<file path="src/rtl/dcb_pkg.sv">
package dcb_pkg;
   localparam int CTRL_W = 2;

   typedef enum logic [1:0] {
      PAIR_LOW    = 2'b00,
      PAIR_PLAIN  = 2'b01,
      PAIR_INVERT = 2'b10,
      PAIR_HIGH   = 2'b11
   } pair_code_e;
endpackage

</file>
<file path="src/rtl/dcb_frame_ctrl.sv">
module dcb_frame_ctrl #(
   parameter int FRAME_W = 9
) (
   input  logic clk,
   input  logic rst_n,
   input  logic bit_en,
   input  logic frame_mark,
   output logic frame_done
);
   localparam int PW = $clog2(FRAME_W);
   localparam logic [PW-1:0] LAST = PW'(FRAME_W - 1);

   logic [PW-1:0] pos_q;
   logic          aligned_q;

   initial assert (FRAME_W >= 3) else $error("frame must hold a pair and data");

   always_ff @(posedge clk) begin
      if (!rst_n) begin
         pos_q     <= '0;
         aligned_q <= 1'b0;
      end else if (bit_en) begin
         if (frame_mark) begin
            aligned_q <= 1'b1;
            pos_q     <= PW'(1);
         end else if (aligned_q) begin
            pos_q <= (pos_q == LAST) ? '0 : pos_q + PW'(1);
         end
      end
   end

   assign frame_done = bit_en && !frame_mark && aligned_q && (pos_q == LAST);

   AST_MARK_RESTARTS: assert property (@(posedge clk) disable iff (!rst_n)
      (bit_en && frame_mark) |=> !frame_done);
endmodule

</file>
<file path="src/rtl/dcb_pair_decode.sv">
module dcb_pair_decode
   import dcb_pkg::*;
#(
   parameter int DATA_W = 7
) (
   input  logic [CTRL_W-1:0] pair,
   input  logic [DATA_W-1:0] raw,
   output logic [DATA_W-1:0] data,
   output logic              bad
);
   always_comb begin
      data = raw;
      bad  = 1'b0;
      case (pair_code_e'(pair))
         PAIR_INVERT: data = ~raw;
         PAIR_PLAIN:  data = raw;
         default:     bad  = 1'b1;
      endcase
   end
endmodule

</file>
<file path="src/rtl/dcb_lane_rx.sv">
module dcb_lane_rx
   import dcb_pkg::*;
#(
   parameter int DATA_W = 7
) (
   input  logic              clk,
   input  logic              rst_n,
   input  logic              shift_en,
   input  logic              serial_in,
   input  logic              frame_done,
   output logic [DATA_W-1:0] group_q,
   output logic              err_q
);
   localparam int FRAME_W = DATA_W + CTRL_W;

   logic [FRAME_W-2:0] sr_q;
   logic [FRAME_W-1:0] full;
   logic [DATA_W-1:0]  dec_data;
   logic               dec_bad;

   assign full = {sr_q, serial_in};

   always_ff @(posedge clk) begin
      if (!rst_n) sr_q <= '0;
      else if (shift_en) sr_q <= full[FRAME_W-2:0];
   end

   dcb_pair_decode #(.DATA_W(DATA_W)) u_dec (
      .pair (full[FRAME_W-1 -: CTRL_W]),
      .raw  (full[DATA_W-1:0]),
      .data (dec_data),
      .bad  (dec_bad)
   );

   always_ff @(posedge clk) begin
      if (!rst_n) begin
         group_q <= '0;
         err_q   <= 1'b0;
      end else if (frame_done) begin
         group_q <= dec_data;
         err_q   <= dec_bad;
      end
   end

   AST_GROUP_HOLDS: assert property (@(posedge clk) disable iff (!rst_n)
      !frame_done |=> $stable(group_q));
   AST_ERR_HOLDS: assert property (@(posedge clk) disable iff (!rst_n)
      !frame_done |=> $stable(err_q));
endmodule

</file>
<file path="src/rtl/dcb_strobe_gen.sv">
module dcb_strobe_gen (
   input  logic clk,
   input  logic rst_n,
   input  logic word_valid,
   input  logic strobe_falling,
   output logic strobe_out
);
   always_ff @(posedge clk) begin
      if (!rst_n) strobe_out <= 1'b0;
      else        strobe_out <= word_valid ? !strobe_falling : strobe_falling;
   end

   AST_STROBE_EDGE: assert property (@(posedge clk) disable iff (!rst_n)
      $past(word_valid) |-> (strobe_out != $past(strobe_falling)));
endmodule

</file>
<file path="src/rtl/dcb_deser.sv">
module dcb_deser
   import dcb_pkg::*;
#(
   parameter int LANES  = 3,
   parameter int DATA_W = 7
) (
   input  logic                    clk,
   input  logic                    rst_n,
   input  logic                    bit_en,
   input  logic                    frame_mark,
   input  logic [LANES-1:0]        lane_in,
   input  logic                    strobe_falling,
   output logic [LANES*DATA_W-1:0] out_word,
   output logic                    word_valid,
   output logic [LANES-1:0]        code_err,
   output logic                    strobe_out
);
   localparam int FRAME_W = DATA_W + CTRL_W;

   logic frame_done;

   initial assert (LANES >= 1) else $error("need at least one lane");
   initial assert (DATA_W >= 1) else $error("need at least one data bit");

   dcb_frame_ctrl #(.FRAME_W(FRAME_W)) u_ctrl (
      .clk        (clk),
      .rst_n      (rst_n),
      .bit_en     (bit_en),
      .frame_mark (frame_mark),
      .frame_done (frame_done)
   );

   for (genvar l = 0; l < LANES; l++) begin : g_lane
      logic [DATA_W-1:0] grp;
      logic              err;

      dcb_lane_rx #(.DATA_W(DATA_W)) u_lane (
         .clk        (clk),
         .rst_n      (rst_n),
         .shift_en   (bit_en),
         .serial_in  (lane_in[l]),
         .frame_done (frame_done),
         .group_q    (grp),
         .err_q      (err)
      );

      assign out_word[l*DATA_W +: DATA_W] = grp;
      assign code_err[l]                  = err;
   end

   always_ff @(posedge clk) begin
      if (!rst_n) word_valid <= 1'b0;
      else        word_valid <= frame_done;
   end

   dcb_strobe_gen u_strobe (
      .clk            (clk),
      .rst_n          (rst_n),
      .word_valid     (word_valid),
      .strobe_falling (strobe_falling),
      .strobe_out     (strobe_out)
   );

   AST_VALID_PULSE: assert property (@(posedge clk) disable iff (!rst_n)
      word_valid |=> !word_valid);
   AST_VALID_FROM_BIT: assert property (@(posedge clk) disable iff (!rst_n)
      word_valid |-> $past(bit_en));
endmodule

</file>
<file path="config.mk">
export PLATFORM = sky130hd
export DESIGN_NAME = dcb_deser
export DESIGN_NICKNAME = d
export VERILOG_FILES = /design/src/rtl/dcb_pkg.sv /design/src/rtl/dcb_frame_ctrl.sv /design/src/rtl/dcb_pair_decode.sv /design/src/rtl/dcb_lane_rx.sv /design/src/rtl/dcb_strobe_gen.sv /design/src/rtl/dcb_deser.sv
export SDC_FILE = /design/constraint.sdc
export NUM_CORES = 1
export LEC_CHECK = 0
export ABC_AREA = 0
export BUFFER_PORTS_ARGS = -buffer_cell sky130_fd_sc_hd__buf_2
export CORE_MARGIN = 1.5
export CORE_UTILIZATION = 35
export DETAILED_ROUTE_END_ITERATION = 7
export PLACE_DENSITY = 0.6
export SLEW_MARGIN = 30
export SYNTH_ARGS = -nofsm -noshare
export SYNTH_HDL_FRONTEND = slang
export SYNTH_HIERARCHICAL = 1
export SYNTH_SLANG_ARGS = --single-unit
export TNS_END_PERCENT = 30
</file>
<file path="constraint.sdc">
create_clock -name clk -period 2.45 [get_ports clk]
set_input_delay 0.3675 -clock clk [delete_from_list [all_inputs] [get_ports clk]]
set_output_delay 0.3675 -clock clk [all_outputs]
set_load 0.005 [all_outputs]
</file>
==> metrics.txt <==
status completed; async set or reset register ratio after synthesis 0%; terminating pin of the worst hold path g_lane[0].u_lane/sr_q[0]; final count of negative-setup-slack endpoints 0; hold buffers post-CTS 0; number of top-level pins 34; clock-pin slew on the worst setup and hold paths 0.10 ns; Post-Syn Instances 221; Slew headroom 65.4%; cell types with the highest counts after synthesis sky130_fd_sc_hd__dfxtp_1 (55), sky130_fd_sc_hd__mux2i_1 (48), sky130_fd_sc_hd__nor2b_1 (48); Slowest Stage Delay on Critical Path 0.34 ns; classification of the worst setup path reg -> reg; total clock buffers created by CTS 5; share of the yosys chip area belonging to registers 45.2%; number of global-route vias before repair 1425; Fmax 616 MHz; initial core utilization 36.0%; area fraction of the dominant cell type after synthesis 45.2%; leading post-synthesis cells by cell area sky130_fd_sc_hd__dfxtp_1 (45%), sky130_fd_sc_hd__mux2i_1 (20%), sky130_fd_sc_hd__nor2b_1 (12%), sky130_fd_sc_hd__xor2_1 (7.9%), sky130_fd_sc_hd__buf_6 (4.2%); peak supply drop 322 uV; met1 track demand over resource in global routing 14.7%; Worst Hold Class in -> reg; data required time at the worst endpoint 2.66 ns; number of iterations in the first detailed-routing pass 2; maximum number of pins on one net before global-route repair 37; deepest clock path buffer count 2; Crit-path slowest cell sky130_fd_sc_hd__dfxtp_1; kind of start point of the critical path register; number of input and output port buffers inserted 33; antenna violations before repair 0; worst hold path depth 3; post-cts gate resize count 0; transition at the pin with the smallest max-transition slack 0.519 ns; worst flop-to-flop path endpoint g_lane[1].u_lane/group_q[1]; via-per-instance ratio 4.58; type of destination of the critical path register; clock insertion delay at the later pin of the skew report 0.31 ns; cell family with the largest share of critical-path delay simple AND/OR/NAND/NOR gates; largest driver fanout on the critical path 15; vertical extent of the die 86.4 um; critical path data arrival time 1.83 ns; Floorplan Core Area 6760 sq um; Final Instance Area 2730 sq um; final net count 263; Setup Total Neg Slack 0 ns; placement-stage cell area 2600 sq um; wirelength, routed 4070 um; number of cell rows 30; number of synthesized register bits 55; share of cells above drive strength 1 18.7%; first-pass GRT wire length 6780 um; Hold Violations, Final 0; buffer count from post-CTS setup fixing 0; Cell Pwr Density 621 nW/um^2; die area 7470 sq um; min-delay src lane_in[0]; fin. max-slew vios 0; most heavily used metal layer in global routing met2; routed wirelength normalized by instance count 12.3 um; Cell Chain, Critical Path inv_1 > ha_1 > nand3b_1 > nor3_2 > buf_4 > mux2i_1 > nor2b_1; overall power after layout 1.70 mW; count of flip-flops with a built-in enable after synthesis 0; Remaining Overflow, GRT 0; horizontal die dimension 86.4 um; post-synthesis cell area 2430 sq um; length in cells of the worst reg-to-reg path 7; placer congestion estimate 0.802; worst reg2reg startpoint u_ctrl/pos_q[0]; DRC viols 0; Root Buffer sky130_fd_sc_hd__clkbuf_8; post-route clock period utilization 66.3%; average cell area after synthesis 11.0 sq um; predominant post-synthesis flop cell sky130_fd_sc_hd__dfxtp_1; library cell with the highest instance count after synthesis sky130_fd_sc_hd__dfxtp_1; met2 usage in global routing 18.5%; total of max-cap violations 0; post-synthesis cell type count 25; largest area contributor in the synthesized netlist sky130_fd_sc_hd__dfxtp_1; Register-to-Register Setup Slack 0.83 ns; fraction of met3 tracks used by global routing 4.10%; Num Clock Sinks 55; clock tree from TritonCTS yes; Tmin final 1.62 ns; worst clock skew on the final layout 0.00683 ns; Critical path buffers and inverters 2; residual antenna-violating net count after detailed routing 0; placed wire-length estimate 2790 um; Iteration-0 DRC Markers 48; layout overhead on the synthesized area 12.1%; leakage component of the power 1.19 nW; Post-Syn Nets 234; total number of vias 1516; number of H-tree levels 2; diode count 0; RSZ-0062 raised after global routing false; overall routing resource usage 11.6%; yosys synthesis warning count 6
cells by family after synthesis:
kind of cell             share of synthesized area (%)
XOR/XNOR                                          7.91
multiplexers                                      19.7
buffers and inverters                             6.63
AND/OR/NAND/NOR                                   15.5
flip-flops                                        45.2
adder cells (fa/ha/maj)                           2.57
AO/OA/AOI/OAI                                     2.41
layer usage:
layer	up-vias	wire length (um)
met2	26	1820
met1	703	2060
met5	-	0
met3	5	147
li1	782	-
met4	0	38
stage by stage:
stage                     worst slack, ns  hold slack [ns]  util, %  instances
after floorplan                     0.824            0.463        -        221
after global placement              0.834            0.492     38.4        323
after detailed placement            0.810            0.504     38.4        323
after CTS                           0.821            0.354     40.4        331
after global routing                0.657            0.364     40.4        331
final                               0.826            0.354     40.4        331
report_power, final:
part | internal [mW] | leakage (nW) | switching (mW)
clock network | 0.409 | 0.0654 | 0.299
logic | 0.0376 | 0.681 | 0.0379
registers | 0.903 | 0.445 | 0.00889
total | 1.35 | 1.19 | 0.346
flip-flops by register name, summed over array words and instances (netlist names):
name                   count
u_ctrl/aligned_q           1
word_valid                 1
g_lane.u_lane/group_q     21
g_lane.u_lane/sr_q        24
u_strobe/strobe_out        1
u_ctrl/pos_q               4
g_lane.u_lane/err_q        3
layout by cell type (no fill, tap or decap):
cell and n:
sky130_fd_sc_hd__a21o_1 1, sky130_fd_sc_hd__a21oi_1 2, sky130_fd_sc_hd__a22oi_1 2, sky130_fd_sc_hd__a311oi_1 1, sky130_fd_sc_hd__a31oi_1 2, sky130_fd_sc_hd__and2_1 2
sky130_fd_sc_hd__and3b_2 1, sky130_fd_sc_hd__buf_2 33, sky130_fd_sc_hd__buf_4 4, sky130_fd_sc_hd__bufinv_16 2, sky130_fd_sc_hd__clkbuf_1 1, sky130_fd_sc_hd__clkbuf_8 5
sky130_fd_sc_hd__dfxtp_1 55, sky130_fd_sc_hd__ha_1 5, sky130_fd_sc_hd__inv_1 6, sky130_fd_sc_hd__mux2i_1 48, sky130_fd_sc_hd__nand2_1 1, sky130_fd_sc_hd__nand2_2 1
sky130_fd_sc_hd__nand3_1 1, sky130_fd_sc_hd__nand3b_1 1, sky130_fd_sc_hd__nand4_1 2, sky130_fd_sc_hd__nor2_1 2, sky130_fd_sc_hd__nor2b_1 48, sky130_fd_sc_hd__nor3_2 1
sky130_fd_sc_hd__o21ai_0 1, sky130_fd_sc_hd__or4_1 1, sky130_fd_sc_hd__xor2_1 22
area by class of cell:
cell class,instances,area [sq um]
Timing Repair Buffer,37,195
Multi-Input combinational cell,145,1180
Fill cell,672,4030
Tap cell,80,100
Clock buffer,6,72.6
Sequential cell,55,1100
Clock inverter,2,60.1
Inverter,6,22.5
worst min-delay path: cells and delay by family:
family | cells | cell delay, ns
simple gates | 1 | 0.10
mux | 1 | 0.06
buf+inv | 1 | 0.10
how the worst max path moves through the flow:
| stage | startpoint | to | slack (ns) | depth (start not counted) |
|---|---|---|---|---|
| 2_1_floorplan | u_ctrl/pos_q[0] | g_lane[0].u_lane/err_q | 0.82 | 7 |
| 3_5_place_dp | bit_en | g_lane[1].u_lane/group_q[1] | 0.81 | 6 |
| 5_1_grt | u_ctrl/pos_q[0] | g_lane[1].u_lane/err_q | 0.66 | 7 |
| 4_1_cts | u_ctrl/pos_q[0] | g_lane[2].u_lane/group_q[2] | 0.82 | 7 |
| 6_report | u_ctrl/pos_q[0] | g_lane[1].u_lane/group_q[1] | 0.83 | 7 |
| 3_3_place_gp | bit_en | g_lane[2].u_lane/group_q[1] | 0.83 | 6 |
No activity file was read; power rests on OpenSTA's default activity.
